===== src/rtl/gpio_port_pkg.sv =====
package gpio_port_pkg;

  localparam int REG_ADDR_W = 3;

  typedef enum logic [REG_ADDR_W-1:0] {
    REG_DATA   = 3'd0,
    REG_DIR    = 3'd1,
    REG_PAD    = 3'd2,
    REG_CFG_LO = 3'd3,
    REG_CFG_HI = 3'd4,
    REG_MASK   = 3'd5,
    REG_STAT   = 3'd6,
    REG_EDGE   = 3'd7
  } regSel_e;

  typedef enum logic [1:0] {
    SENSE_LOW  = 2'd0,
    SENSE_HIGH = 2'd1,
    SENSE_RISE = 2'd2,
    SENSE_FALL = 2'd3
  } sense_e;

  typedef struct packed {
    logic    wrData;
    logic    wrDir;
    logic    wrCfgLo;
    logic    wrCfgHi;
    logic    wrMask;
    logic    wrClear;
    logic    wrEdge;
    regSel_e rdSel;
  } ctrlStrobes_t;

endpackage


===== src/rtl/gpio_port_ctrl.sv =====
module gpio_port_ctrl
  import gpio_port_pkg::*;
(
  input  logic                  wrEn,
  input  logic [REG_ADDR_W-1:0] addr,
  output ctrlStrobes_t          strobes
);

  regSel_e sel;

  assign sel = regSel_e'(addr);

  always_comb begin
    strobes         = '0;
    strobes.rdSel   = sel;
    if (wrEn) begin
      unique case (sel)
        REG_DATA:   strobes.wrData  = 1'b1;
        REG_DIR:    strobes.wrDir   = 1'b1;
        REG_PAD:    ;
        REG_CFG_LO: strobes.wrCfgLo = 1'b1;
        REG_CFG_HI: strobes.wrCfgHi = 1'b1;
        REG_MASK:   strobes.wrMask  = 1'b1;
        REG_STAT:   strobes.wrClear = 1'b1;
        REG_EDGE:   strobes.wrEdge  = 1'b1;
        default:    ;
      endcase
    end
  end

endmodule


===== src/rtl/gpio_pin_sense.sv =====
module gpio_pin_sense
  import gpio_port_pkg::*;
(
  input  logic       syncNow,
  input  logic       syncPrev,
  input  logic [1:0] senseCode,
  input  logic       anyEdge,
  output logic       hit
);

  always_comb begin
    if (anyEdge) begin
      hit = syncNow ^ syncPrev;
    end else begin
      unique case (sense_e'(senseCode))
        SENSE_LOW:  hit = ~syncNow;
        SENSE_HIGH: hit = syncNow;
        SENSE_RISE: hit = syncNow & ~syncPrev;
        SENSE_FALL: hit = ~syncNow & syncPrev;
        default:    hit = 1'b0;
      endcase
    end
  end

endmodule


===== src/rtl/gpio_port_datapath.sv =====
module gpio_port_datapath
  import gpio_port_pkg::*;
#(
  parameter int PIN_COUNT = 32
) (
  input  logic                 clk,
  input  logic                 rst_n,
  input  ctrlStrobes_t         strobes,
  input  logic [PIN_COUNT-1:0] wrData,
  input  logic [PIN_COUNT-1:0] pinIn,
  output logic [PIN_COUNT-1:0] rdData,
  output logic [PIN_COUNT-1:0] pinOut,
  output logic [PIN_COUNT-1:0] pinOe,
  output logic [PIN_COUNT-1:0] statusVec,
  output logic [PIN_COUNT-1:0] maskVec,
  output logic [PIN_COUNT-1:0] padVec,
  output logic                 irqLow,
  output logic                 irqHigh
);

  localparam int HALF = PIN_COUNT / 2;

  logic [PIN_COUNT-1:0] dataQ, dirQ, maskQ, statQ, edgeQ;
  logic [PIN_COUNT-1:0] cfgLoQ, cfgHiQ;
  logic [PIN_COUNT-1:0] syncA, syncB, prevQ;
  logic [PIN_COUNT-1:0] hitVec, clearVec, statNext;

  always_ff @(posedge clk or negedge rst_n) begin
    if (!rst_n) begin
      dataQ  <= '0;
      dirQ   <= '0;
      maskQ  <= '0;
      edgeQ  <= '0;
      cfgLoQ <= '0;
      cfgHiQ <= '0;
    end else begin
      if (strobes.wrData)  dataQ  <= wrData;
      if (strobes.wrDir)   dirQ   <= wrData;
      if (strobes.wrMask)  maskQ  <= wrData;
      if (strobes.wrEdge)  edgeQ  <= wrData;
      if (strobes.wrCfgLo) cfgLoQ <= wrData;
      if (strobes.wrCfgHi) cfgHiQ <= wrData;
    end
  end

  always_ff @(posedge clk or negedge rst_n) begin
    if (!rst_n) begin
      syncA <= '0;
      syncB <= '0;
      prevQ <= '0;
    end else begin
      syncA <= pinIn;
      syncB <= syncA;
      prevQ <= syncB;
    end
  end

  for (genvar g = 0; g < PIN_COUNT; g++) begin : g_pin
    localparam int SLOT = g % HALF;
    logic [1:0] code;
    if (g < HALF) begin : g_lo
      assign code = cfgLoQ[2*SLOT +: 2];
    end else begin : g_hi
      assign code = cfgHiQ[2*SLOT +: 2];
    end
    gpio_pin_sense i_sense (
      .syncNow  (syncB[g]),
      .syncPrev (prevQ[g]),
      .senseCode(code),
      .anyEdge  (edgeQ[g]),
      .hit      (hitVec[g])
    );
  end

  assign clearVec = strobes.wrClear ? wrData : '0;
  assign statNext = (statQ & ~clearVec) | hitVec;

  always_ff @(posedge clk or negedge rst_n) begin
    if (!rst_n) statQ <= '0;
    else        statQ <= statNext;
  end

  always_comb begin
    unique case (strobes.rdSel)
      REG_DATA:   rdData = dataQ;
      REG_DIR:    rdData = dirQ;
      REG_PAD:    rdData = syncB;
      REG_CFG_LO: rdData = cfgLoQ;
      REG_CFG_HI: rdData = cfgHiQ;
      REG_MASK:   rdData = maskQ;
      REG_STAT:   rdData = statQ;
      REG_EDGE:   rdData = edgeQ;
      default:    rdData = '0;
    endcase
  end

  assign pinOe     = dirQ;
  assign pinOut    = dataQ & dirQ;
  assign irqLow    = |(statQ[HALF-1:0] & maskQ[HALF-1:0]);
  assign irqHigh   = |(statQ[PIN_COUNT-1:HALF] & maskQ[PIN_COUNT-1:HALF]);
  assign statusVec = statQ;
  assign maskVec   = maskQ;
  assign padVec    = syncB;

endmodule


===== src/rtl/gpio_irq_port.sv =====
module gpio_irq_port
  import gpio_port_pkg::*;
#(
  parameter int PIN_COUNT = 32
) (
  input  logic                  clk,
  input  logic                  rst_n,
  input  logic [REG_ADDR_W-1:0] addr,
  input  logic                  wrEn,
  input  logic [PIN_COUNT-1:0]  wrData,
  output logic [PIN_COUNT-1:0]  rdData,
  input  logic [PIN_COUNT-1:0]  pinIn,
  output logic [PIN_COUNT-1:0]  pinOut,
  output logic [PIN_COUNT-1:0]  pinOe,
  output logic                  irqLow,
  output logic                  irqHigh
);

  ctrlStrobes_t         strobes;
  logic [PIN_COUNT-1:0] statusVec, maskVec, padVec;

  gpio_port_ctrl i_ctrl (
    .wrEn   (wrEn),
    .addr   (addr),
    .strobes(strobes)
  );

  gpio_port_datapath #(.PIN_COUNT(PIN_COUNT)) i_dp (
    .clk      (clk),
    .rst_n    (rst_n),
    .strobes  (strobes),
    .wrData   (wrData),
    .pinIn    (pinIn),
    .rdData   (rdData),
    .pinOut   (pinOut),
    .pinOe    (pinOe),
    .statusVec(statusVec),
    .maskVec  (maskVec),
    .padVec   (padVec),
    .irqLow   (irqLow),
    .irqHigh  (irqHigh)
  );

endmodule


===== config.mk =====
export PLATFORM = sky130hd
export DESIGN_NAME = gpio_irq_port
export DESIGN_NICKNAME = d
export VERILOG_FILES = /design/src/rtl/gpio_port_pkg.sv /design/src/rtl/gpio_port_ctrl.sv /design/src/rtl/gpio_pin_sense.sv /design/src/rtl/gpio_port_datapath.sv /design/src/rtl/gpio_irq_port.sv
export SDC_FILE = /design/constraint.sdc
export NUM_CORES = 1
export LEC_CHECK = 0
export ABC_AREA = 1
export BUFFER_PORTS_ARGS = -buffer_cell sky130_fd_sc_hd__buf_4
export CAP_MARGIN = 5
export CORE_MARGIN = 3
export CORE_UTILIZATION = 35
export CTS_CLUSTER_SIZE = 30
export DETAILED_ROUTE_END_ITERATION = 8
export PLACE_DENSITY_LB_ADDON = 0.3
export SLEW_MARGIN = 20
export SYNTH_ARGS = -nofsm -noshare
export SYNTH_HDL_FRONTEND = slang
export SYNTH_SLANG_ARGS = --single-unit

===== constraint.sdc =====
create_clock -name clk -period 1.6 [get_ports clk]
set_input_delay 0.32 -clock clk [delete_from_list [all_inputs] [get_ports clk]]
set_output_delay 0.32 -clock clk [all_outputs]
set_load 0.02 [all_outputs]

==> impl_metrics.json <==
{
  "status": "finished with violations",
  "violations": "negative setup slack",
  "gp_congestion": 0.887,
  "die_area_um2": 50200,
  "fill_cells": 4328,
  "fin_cells": 3123,
  "crit_type": "flop to output pin",
  "cts-root-buf": "clkbuf_16",
  "viasPerCell": 5.10,
  "hp-class": "input port to flop",
  "syn_avg_cell_area_um2": 7.90,
  "seq_area_frac_synth_pct": 48.1,
  "crit_path_start_kind": "flop",
  "clock_latency_ps": 560,
  "place_inst": 2886,
  "synth_cell_types": 25,
  "initial_core_util_pct": 35.6,
  "wl_per_cell_um": 18.2,
  "ios": 168,
  "synth_nets": 2242,
  "power-per-cell-area_nw_per_um2": 1130,
  "pwr-share-seq_pct": 39.2,
  "ys_warn_count": 0,
  "drtAntennaViolNets": 0,
  "period_minus_slack_ps": 1990,
  "synth_commonest_cells": "629 x nand2_1, 320 x dfrtp_1, 297 x inv_1, 168 x nand4_1, 160 x nand3_1",
  "synth_top_area_share_pct": 48.1,
  "clockPowerShare_pct": 34.0,
  "synth.most_common_cell": "nand2_1",
  "wl_met2_um": 26400,
  "core-area_um2": 46800,
  "hold_violations": 0,
  "synth-edff-count": 0,
  "tightest_slew_ps": 388,
  "grt-ovfl-total": 0,
  "drive_gt1_share_pct": 28.7,
  "p_total_mw": 25.9,
  "peakVddDrop_mv": 0.698,
  "min_period_over_period_pct": 125,
  "r2r_setup_slack_ps": 150,
  "rsz0062_at_grt": "true",
  "drv_slew": 0,
  "syn_area_um2": 16700,
  "htree_levels": 2,
  "r2r_start": "i_dp.padVec[12]",
  "pre_cts_slack_ps": -263,
  "area.growth.synth_to_final_pct": 37.7,
  "ys_ff_latch": 320,
  "first_pass_iters": 8,
  "cts_buffer_depth": 3,
  "die_h_um": 224,
  "path_max_fanout": 2,
  "grt_pass1_wl_um": 88300,
  "first_iter_violations": 1428,
  "portBuffers": 167,
  "worstHoldStart": "wrData[30]",
  "clkTransAtPathRegs_ps": 60,
  "yosysTopAreaCell": "dfrtp_1",
  "top_layer": "met5",
  "dpl.hpwl_um": 39900,
  "reg2reg_to": "i_dp.statusVec[12]",
  "reg2regPathDepth": 6,
  "grt_usage_pct": 22.5,
  "grt_pass1_vias": 15705,
  "seq_area_um2": 8060,
  "required_ps": 1280,
  "grt_max_degree": 62,
  "cts_tree": "done",
  "wl_met1_um": 24500,
  "met3_length_um": 3770,
  "setup_viol_count_final": 50,
  "clkSinkCount": 320,
  "slew_headroom_pct": 74.1,
  "wirelength_um": 56700,
  "via_count": 15942,
  "crit_end": "rdData[15]",
  "fin_skew_ps": 12.7,
  "fin_nets": 2623,
  "syn_inst": 2108,
  "arrival_ps": 1670,
  "synth_ff_type": "dfrtp_1",
  "row_count": 79,
  "comb_power_share_pct": 26.8,
  "max_freq_mhz": 501,
  "fin_util_pct": 49.1,
  "die_w_um": 224,
  "cap_violations": 0,
  "drc": 0,
  "power.switching_mw": 8.19,
  "multi_input_comb_area_um2": 7350,
  "p_leak_nw": 12.3,
  "swShare_pct": 31.6,
  "antenna_found_initial": 2,
  "fin_ws_ps": -395,
  "synthTopCellsByArea": "dfrtp_1 48%, nand2_1 14%, inv_1 6.7%",
  "async_flop_share_pct": 100,
  "cp-end-kind": "output pin",
  "cts_buffers": 38,
  "cp-startpoint": "i_dp.padVec[15]",
  "p_int_mw": 17.7
}
-- per-stage QoR --
stage | area (um2) | hold WS [ps] | TNS, ps
after global placement | 19600 | 220 | -8690
after detailed placement | 19600 | 225 | -10430
after floorplan | 16800 | 24.4 | -5.11
after CTS | 22500 | 79.5 | -9440
final | 22900 | 106 | -7840
after global routing | 22900 | 112 | -11150
-- flip-flops by register name, summed over array words and instances (netlist names) --
name            cells
i_dp.dataQ         32
i_dp.cfgHiQ        32
i_dp.statusVec     32
i_dp.pinOe         32
i_dp.padVec        32
i_dp.prevQ         32
i_dp.edgeQ         32
i_dp.syncA         32
i_dp.maskVec       32
i_dp.cfgLoQ        32
-- power groups by stage --
| stage | clock network (mW) | logic [mW] | registers, mW |
|---|---|---|---|
| 2_1_floorplan | 0 | 2.93 | 10.3 |
| 3_3_place_gp | 0 | 5.12 | 10.5 |
| 3_5_place_dp | 0 | 5.26 | 10.5 |
| 4_1_cts | 9.03 | 6.66 | 10.1 |
| 5_1_grt | 9.32 | 7.65 | 10.3 |
| 6_report | 8.81 | 6.94 | 10.2 |
-- area by class of cell --
class / count / area share [%]
Sequential cell: 320 / 35.1
Multi-Input combinational cell: 1378 / 32.1
Timing Repair Buffer: 451 / 19.1
Clock buffer: 58 / 5.10
Inverter: 300 / 4.93
Tap cell: 607 / 3.31
Clock inverter: 8 / 0.393
Antenna cell: 1 / 0.0109
-- critical path, cell delays in order (launching register included) --
cell,delay (ps)
dfrtp_2,430
nand4_1,180
nand2_1,80
nor2_1,100
buf_4,130
nand3_4,60
buf_6,140
-- cells in the final DEF (no fill, tap or decap) --
cell,n
nor2_1,66
clkinv_2,6
buf_8,1
ha_1,64
dfrtp_1,277
o21ai_1,51
nand2_4,8
buf_4,272
o21ai_0,109
inv_4,2
o21ai_2,32
buf_12,40
clkbuf_1,9
inv_2,27
nor2_2,31
nor3_4,1
nand3_1,129
nand3_2,32
nand2_2,29
inv_1,271
diode_2,1
clkbuf_16,41
nor2_4,6
nand3_4,2
buf_6,105
or2_2,32
nand4_2,2
clkbuf_8,8
nand3b_1,23
nand2_1,593
dlygate4sd3_1,33
bufinv_16,2
nand4_1,168
dfrtp_2,43
-- worst min path at each step --
| stage | end | slack (ps) | cells past startpoint |
|---|---|---|---|
| 6_report | i_dp.statusVec[30] | 110 | 4 |
| 5_1_grt | i_dp.statusVec[31] | 110 | 4 |
| 4_1_cts | i_dp.statusVec[30] | 80 | 4 |
| 3_5_place_dp | i_dp.syncA[20] | 230 | 1 |
| 3_3_place_gp | i_dp.syncA[20] | 220 | 1 |
| 2_1_floorplan | i_dp.cfgHiQ[0] | 20 | 0 |
-- logic make-up after synthesis --
logic type / count (synthesis) / share of synthesized area, %
buffers and inverters: 410 / 10.2
adder cells (fa/ha/maj): 64 / 4.81
flip-flops: 320 / 48.1
AND/OR/NAND/NOR: 1122 / 30.4
AO/OA/AOI/OAI: 192 / 6.49
-- routing by layer --
metal  GRT usage [%]  vias up
li1                -     7547
met1            29.9     7691
met2            36.4      576
met3            4.18      126
met4            8.75        2
met5               0        -
-- timing repair --
action                                  in CTS  in global routing
pin swaps                                  102                 60
endpoints found under the setup margin      46                 71
resized for setup                          211                 69
hold buffers                                33                  0
setup buffers                              108                 41
hold endpoints to repair                   131                  0
(Power assumes the default switching activity.)
